### config.mk
export PLATFORM = sky130hd
export DESIGN_NAME = sio_port
export DESIGN_NICKNAME = d
export VERILOG_FILES = /design/src/rtl/sio_pkg.sv /design/src/rtl/sio_sck_gen.sv /design/src/rtl/sio_edge_det.sv /design/src/rtl/sio_core.sv /design/src/rtl/sio_port.sv
export SDC_FILE = /design/constraint.sdc
export NUM_CORES = 1
export LEC_CHECK = 0
export ABC_AREA = 1
export BUFFER_PORTS_ARGS = -buffer_cell sky130_fd_sc_hd__clkbuf_2
export CORE_MARGIN = 10
export CORE_UTILIZATION = 30
export DETAILED_ROUTE_END_ITERATION = 16
export PLACE_DENSITY_LB_ADDON = 0.08
export SLEW_MARGIN = 20
export SYNTH_ARGS = -nofsm -noshare
export SYNTH_HDL_FRONTEND = slang
export SYNTH_SLANG_ARGS = --single-unit
### constraint.sdc
create_clock -name clk_i -period 1.5 [get_ports clk_i]
set_input_delay 0.075 -clock clk_i [delete_from_list [all_inputs] [get_ports clk_i]]
set_output_delay 0.075 -clock clk_i [all_outputs]
set_load 0.03 [all_outputs]
### src/rtl/sio_pkg.sv
package sio_pkg;
  localparam int unsigned SIO_WORD_W = 8;
  localparam int unsigned SIO_HALF_DIV = 4;
endpackage

### src/rtl/sio_sck_gen.sv
module sio_sck_gen #(
  parameter int unsigned HALF_DIV = sio_pkg::SIO_HALF_DIV
) (
  input  logic clk_i,
  input  logic rst_ni,
  input  logic run_i,
  output logic sck_o,
  output logic rise_stb_o
);
  localparam int unsigned CNT_W = $clog2(HALF_DIV + 1);
  localparam logic [CNT_W-1:0] CNT_LAST = CNT_W'(HALF_DIV - 1);

  logic [CNT_W-1:0] cnt_q;
  logic             sck_q;
  logic             wrap;

  assign wrap       = run_i && (cnt_q == CNT_LAST);
  assign rise_stb_o = wrap && !sck_q;
  assign sck_o      = sck_q;

  always_ff @(posedge clk_i or negedge rst_ni) begin
    if (!rst_ni) begin
      cnt_q <= '0;
      sck_q <= 1'b1;
    end else if (!run_i) begin
      cnt_q <= '0;
      sck_q <= 1'b1;
    end else if (wrap) begin
      cnt_q <= '0;
      sck_q <= ~sck_q;
    end else begin
      cnt_q <= cnt_q + 1'b1;
    end
  end
endmodule

### src/rtl/sio_edge_det.sv
module sio_edge_det (
  input  logic clk_i,
  input  logic rst_ni,
  input  logic sck_i,
  input  logic fall_sel_i,
  output logic stb_o
);
  logic [2:0] sync_q;

  always_ff @(posedge clk_i or negedge rst_ni) begin
    if (!rst_ni) sync_q <= '0;
    else         sync_q <= {sync_q[1:0], sck_i};
  end

  // sync_q[1] is the synchronised level, sync_q[2] its previous value
  assign stb_o = fall_sel_i ? (!sync_q[1] && sync_q[2])
                            : (sync_q[1] && !sync_q[2]);
endmodule

### src/rtl/sio_core.sv
module sio_core #(
  parameter int unsigned WORD_W = sio_pkg::SIO_WORD_W
) (
  input  logic              clk_i,
  input  logic              rst_ni,
  input  logic              mode_out_i,
  input  logic              act_stb_i,
  input  logic              sdi_i,
  input  logic              tx_load_i,
  input  logic [WORD_W-1:0] tx_data_i,
  input  logic              rx_read_i,
  output logic              run_o,
  output logic              busy_o,
  output logic              sdo_o,
  output logic [WORD_W-1:0] rx_data_o,
  output logic              rx_overrun_o,
  output logic              tx_irq_o,
  output logic              rx_irq_o
);
  localparam int unsigned BC_W = $clog2(WORD_W);
  localparam logic [BC_W-1:0] BC_LAST = BC_W'(WORD_W - 1);

  logic [BC_W-1:0]   bit_cnt_q;
  logic [WORD_W-1:0] tx_sh_q, rx_sh_q, rx_buf_q;
  logic [WORD_W-1:0] rx_next;
  logic              run_q, full_q, ovr_q, tx_irq_q, rx_irq_q;
  logic              last_bit, do_load;

  assign rx_next  = {sdi_i, rx_sh_q[WORD_W-1:1]};
  assign last_bit = act_stb_i && (bit_cnt_q == BC_LAST);
  assign busy_o   = run_q || (bit_cnt_q != '0);
  assign do_load  = tx_load_i && !busy_o && !act_stb_i;

  always_ff @(posedge clk_i or negedge rst_ni) begin
    if (!rst_ni) begin
      bit_cnt_q <= '0;
      tx_sh_q   <= '1;
      rx_sh_q   <= '0;
      run_q     <= 1'b0;
    end else if (act_stb_i) begin
      rx_sh_q   <= rx_next;
      tx_sh_q   <= {1'b1, tx_sh_q[WORD_W-1:1]};
      bit_cnt_q <= last_bit ? '0 : bit_cnt_q + 1'b1;
      if (last_bit) run_q <= 1'b0;
    end else if (do_load) begin
      tx_sh_q <= tx_data_i;
      run_q   <= mode_out_i;
    end
  end

  always_ff @(posedge clk_i or negedge rst_ni) begin
    if (!rst_ni) begin
      rx_buf_q <= '0;
      full_q   <= 1'b0;
      ovr_q    <= 1'b0;
      tx_irq_q <= 1'b0;
      rx_irq_q <= 1'b0;
    end else begin
      tx_irq_q <= last_bit;
      rx_irq_q <= last_bit;
      if (last_bit) begin
        rx_buf_q <= rx_next;
        full_q   <= 1'b1;
        if (full_q && !rx_read_i) ovr_q <= 1'b1;
      end else if (rx_read_i) begin
        full_q <= 1'b0;
      end
    end
  end

  assign run_o        = run_q;
  assign sdo_o        = tx_sh_q[0];
  assign rx_data_o    = rx_buf_q;
  assign rx_overrun_o = ovr_q;
  assign tx_irq_o     = tx_irq_q;
  assign rx_irq_o     = rx_irq_q;
endmodule

### src/rtl/sio_port.sv
module sio_port #(
  parameter int unsigned WORD_W   = sio_pkg::SIO_WORD_W,
  parameter int unsigned HALF_DIV = sio_pkg::SIO_HALF_DIV
) (
  input  logic              clk_i,
  input  logic              rst_ni,
  input  logic              clk_mode_i,
  input  logic              edge_sel_i,
  input  logic              tx_load_i,
  input  logic [WORD_W-1:0] tx_data_i,
  input  logic              rx_read_i,
  input  logic              sck_i,
  input  logic              sdi_i,
  output logic              sck_o,
  output logic              sdo_o,
  output logic              busy_o,
  output logic [WORD_W-1:0] rx_data_o,
  output logic              rx_overrun_o,
  output logic              tx_irq_o,
  output logic              rx_irq_o
);
  logic run, gen_stb, ext_stb, act_stb;

  sio_sck_gen #(.HALF_DIV(HALF_DIV)) i_gen (
    .clk_i(clk_i), .rst_ni(rst_ni), .run_i(run),
    .sck_o(sck_o), .rise_stb_o(gen_stb)
  );

  sio_edge_det i_edge (
    .clk_i(clk_i), .rst_ni(rst_ni), .sck_i(sck_i),
    .fall_sel_i(edge_sel_i), .stb_o(ext_stb)
  );

  assign act_stb = clk_mode_i ? gen_stb : ext_stb;

  sio_core #(.WORD_W(WORD_W)) i_core (
    .clk_i(clk_i), .rst_ni(rst_ni), .mode_out_i(clk_mode_i),
    .act_stb_i(act_stb), .sdi_i(sdi_i), .tx_load_i(tx_load_i),
    .tx_data_i(tx_data_i), .rx_read_i(rx_read_i), .run_o(run),
    .busy_o(busy_o), .sdo_o(sdo_o), .rx_data_o(rx_data_o),
    .rx_overrun_o(rx_overrun_o), .tx_irq_o(tx_irq_o), .rx_irq_o(rx_irq_o)
  );
endmodule

==> impl_summary.txt <==
----------------------------------------------------
[STA]
  Max-slew headroom ... 60.9%
  Post-route worst setup slack ... 0.108 ns
  Hold Worst Slack ... 0.0106 ns
  Total negative slack ... 0 ns
  Max Transition Viols Final ... 0
  Final setup violation count ... 0
  Time the worst path needs with I/O delays and setup ... 1.39 ns
  F_max ... 0.718 GHz
  RSZ-0062 raised after global routing ... no
  Final Hold Viols ... 0
  Worst setup skew after layout ... 0.00274 ns
  Crit share post-route ... 92.8%
  Actual transition at the worst max-transition pin ... 0.586 ns

[Clock network]
  Number of sinks handled by clock tree synthesis ... 37
  TritonCTS buffer count ... 5
  Deepest level of the CTS H-tree ... 2
  Clock tree buffer depth ... 2
  CTS tree ... done
  Number of post-CTS setup repair buffers ... 0
  Clock tree root buffer cell ... sky130_fd_sc_hd__clkbuf_8
  Clock Pin Slew Worst Setup and Hold Paths ... 0.07 ns
  Clk Latency, worst-skew pair ... 0.29 ns

[GRT]
  Residual overflow from global routing ... 0
  GR Util All Layers ... 8.14%
  Maximum number of pins on one net before global-route repair ... 24
  Vias in the first global route ... 1194
  First-pass GRT wire length ... 5670 um
  Antenna violations before repair ... 0

[Logic synthesis]
  Post-synth ARST share ... 100%
  Share of the synthesized area in the top cell type ... 43.3%
  Part of the Yosys area used for sequential elements ... 57.9%
  Flip-flop cell with the highest count after synthesis ... sky130_fd_sc_hd__dfrtp_1
  Leading post-synthesis cells by cell area ... sky130_fd_sc_hd__dfrtp_1, sky130_fd_sc_hd__dfstp_2, sky130_fd_sc_hd__nand3_1
  Mean instance size in the synthesized netlist ... 9.93 sq um
  Post-Synthesis Net Count ... 183
  FF+latch count, synth ... 37
  Most used standard cell by instance count after synthesis ... sky130_fd_sc_hd__nand2_1
  Post-synthesis cell area ... 1620 sq um
  Post-Syn Instances ... 163
  Post-synthesis cell type count ... 23
  Cell type contributing the most total cell area after synthesis ... sky130_fd_sc_hd__dfrtp_1
  Most numerous cell types in the synthesized netlist ... sky130_fd_sc_hd__nand2_1, sky130_fd_sc_hd__dfrtp_1, sky130_fd_sc_hd__nand3_1, sky130_fd_sc_hd__inv_1, sky130_fd_sc_hd__o21ai_1
  Number of flops mapped to enable cells by yosys ... 0
  Number of warnings issued by yosys ... 0

[Critical path]
  Reg-to-reg endpoint ... i_core.rx_sh_q[5]$_DFFE_PN0N_
  Worst reg2reg startpoint ... i_gen.cnt_q[0]$_DFF_PN0_
  Type of the worst setup path ... flip-flop to flip-flop
  CP arrival ... 1.59 ns
  Crit-path max FO ... 18
  Reg-to-reg setup timing slack ... 0.11 ns
  Critical Path Sink Type ... flip-flop
  Worst reg2reg path depth ... 7
  Category of the worst setup path launch point ... flip-flop
  Data required, critical path ... 1.70 ns

[Pwr]
  Sw Share ... 34.3%
  Leakage power figure ... 1.00 nW
  Power share of the sequential group ... 44.6%
  Worst voltage drop across the vdd grid ... 0.598 mV
  Switching power summed over all nets ... 1.18 mW
  Clk pwr share ... 25.6%
  Internal power component ... 2.27 mW
  Power density cells ... 1720 nW/um^2
  Combinational Power Share ... 29.8%
  Overall power consumption ... 3.45 mW

[Route]
  Vias after detailed routing ... 1174
  WL per Instance ... 11.9 um
  DRC ... 0
  Total detailed-routing wirelength ... 3240 um
  Pre-antenna DRT Iters ... 4
  Detail Route Antenna Nets ... 0
  Vias per inst ... 4.32
  First DRT Iteration DRCs ... 47

[Worst hold path]
  Endpoint with the worst hold slack ... i_core.tx_sh_q[2]$_DFFE_PN1P_
  Hold Path Stages ... 3
  Launch instance of the worst min-delay path ... tx_data_i[2]
  Path category of the worst min-delay check ... input port to flip-flop

[Floorplan]
  Die span in y ... 93.5 um
  Number of core rows ... 26
  Count of boundary I/O pins ... 30
  Area inside the core boundary ... 5170 sq um
  Die area ... 8740 sq um
  Effective utilization at floorplan ... 31.3%
  Die outline width ... 93.5 um

[Cells and area]
  Non-Filler Cell Area, Final ... 2000 sq um
  Final cell count without fillers ... 272
  Utilization of the core after routing ... 38.7%
  Antenna cells ... 0
  Fraction of final layout cells with drive strength greater than 1 ... 30.7%
  Total Nets Final ... 221
  Area delta synth->final ... 23.5%

[Placed design]
  Port bufs ... 29
  Half-perimeter wire length of the detailed placement result ... 2440 um
  Total instance count after detailed placement ... 260
  Setup WS pre-CTS ... 0.0271 ns
  Cell area after placement ... 1830 sq um
  Routability-driven placement congestion ratio ... 0.776

[Outcome]
  Result of the run ... completed

[Job]
  Max-Cap Viols ... 0

----------------------------------------------------
-- how the worst max path moves through the flow --
stage                        startpoint                            end  slack [ns]
5_1_grt        i_gen.cnt_q[0]$_DFF_PN0_  i_core.rx_sh_q[5]$_DFFE_PN0N_        0.02
2_1_floorplan   i_gen.sck_o$_DFFE_PN1P_       i_core.run_o$_DFFE_PN0P_        0.15
4_1_cts        i_gen.cnt_q[0]$_DFF_PN0_  i_core.rx_sh_q[5]$_DFFE_PN0N_        0.02
3_5_place_dp   i_gen.cnt_q[0]$_DFF_PN0_  i_core.rx_sh_q[5]$_DFFE_PN0N_        0.03
6_report       i_gen.cnt_q[0]$_DFF_PN0_  i_core.rx_sh_q[5]$_DFFE_PN0N_        0.11
3_3_place_gp   i_gen.cnt_q[0]$_DFF_PN0_  i_core.rx_sh_q[5]$_DFFE_PN0N_        0.10
-- worst max-delay path, cell delays in order, from the launching register on --
cell,delay (ns)
sky130_fd_sc_hd__dfrtp_1,0.39
sky130_fd_sc_hd__ha_1,0.23
sky130_fd_sc_hd__nand4_1,0.11
sky130_fd_sc_hd__nand2_2,0.12
sky130_fd_sc_hd__nand2_8,0.15
sky130_fd_sc_hd__buf_6,0.16
sky130_fd_sc_hd__nand2_1,0.06
sky130_fd_sc_hd__o21ai_0,0.08
-- placed cells by master, fill, tap and decap left out --
| cell | instances |
|---|---|
| sky130_fd_sc_hd__nand3b_1 | 1 |
| sky130_fd_sc_hd__nand2_1 | 31 |
| sky130_fd_sc_hd__nand2_8 | 1 |
| sky130_fd_sc_hd__nand4_1 | 1 |
| sky130_fd_sc_hd__nand2_2 | 2 |
| sky130_fd_sc_hd__nor3_1 | 1 |
| sky130_fd_sc_hd__nand2_4 | 1 |
| sky130_fd_sc_hd__nand3_1 | 27 |
| sky130_fd_sc_hd__dfrtp_1 | 28 |
| sky130_fd_sc_hd__nand4_4 | 1 |
| sky130_fd_sc_hd__o21bai_1 | 1 |
| sky130_fd_sc_hd__dlygate4sd3_1 | 4 |
| sky130_fd_sc_hd__o21ai_1 | 10 |
| sky130_fd_sc_hd__or2_2 | 1 |
| sky130_fd_sc_hd__nand3_2 | 2 |
| sky130_fd_sc_hd__inv_2 | 2 |
| sky130_fd_sc_hd__bufinv_16 | 1 |
| sky130_fd_sc_hd__inv_4 | 1 |
| sky130_fd_sc_hd__ha_1 | 4 |
| sky130_fd_sc_hd__o21ai_0 | 9 |
| sky130_fd_sc_hd__nor2_1 | 2 |
| sky130_fd_sc_hd__dfstp_2 | 9 |
| sky130_fd_sc_hd__clkbuf_8 | 6 |
| sky130_fd_sc_hd__buf_4 | 3 |
| sky130_fd_sc_hd__a21oi_2 | 1 |
| sky130_fd_sc_hd__buf_6 | 1 |
| sky130_fd_sc_hd__clkbuf_1 | 1 |
| sky130_fd_sc_hd__clkbuf_2 | 29 |
| sky130_fd_sc_hd__inv_1 | 20 |
| sky130_fd_sc_hd__buf_12 | 1 |
-- sequential cells by signal, indices dropped and copies added, names as in the netlist --
name / cells
i_gen.sck_o: 1
i_core.bit_cnt_q: 3
i_gen.cnt_q: 3
i_core.tx_irq_o: 1
i_core.rx_data_o: 8
i_core.run_o: 1
i_core.full_q: 1
i_core.rx_overrun_o: 1
i_edge.sync_q: 3
i_core.tx_sh_q: 8
i_core.rx_sh_q: 7
-- metal layers --
| layer | global-route usage [%] | wire length, um | up-vias |
|---|---|---|---|
| met5 | 0 | 0 | - |
| met4 | 3.86 | 65 | 0 |
| met3 | 4.16 | 254 | 6 |
| met2 | 12.1 | 1440 | 25 |
| met1 | 9.47 | 1470 | 541 |
| li1 | - | - | 602 |
-- final cells by class --
type,count,area (sq um)
fill,536,3170
sequential,37,937
multi-input combinational,96,531
timing repair buffer,38,239
inverter,23,88.8
tap,70,87.6
clock buffer,7,86.3
clock inverter,1,30.0
-- repair_timing --
action / CTS / global route
endpoints found under the setup margin: 0 / 7
hold endpoints to repair: 15 / 0
hold buffers: 4 / 0
resized for setup: 0 / 2
-- power groups by stage --
stage,clock [mW],sequential (mW),combinational (mW)
floorplan,0,1.73,0.548
global placement,0,1.55,1.01
detailed placement,0,1.56,1.04
CTS,0.912,1.54,1.05
global route,0.968,1.58,1.16
finish,0.883,1.54,1.03
-- cell families (layout without fill, tap and decap cells) --
group	after synthesis	in the layout	synth area share [%]
and+or+nand+nor	71	71	22.3
adders and majority gates	4	4	3.09
DFF	37	37	57.9
buffers and inverters	30	69	9.89
AOI/OAI and AO/OA	21	21	6.88
No activity file was read; power rests on OpenSTA's default activity.
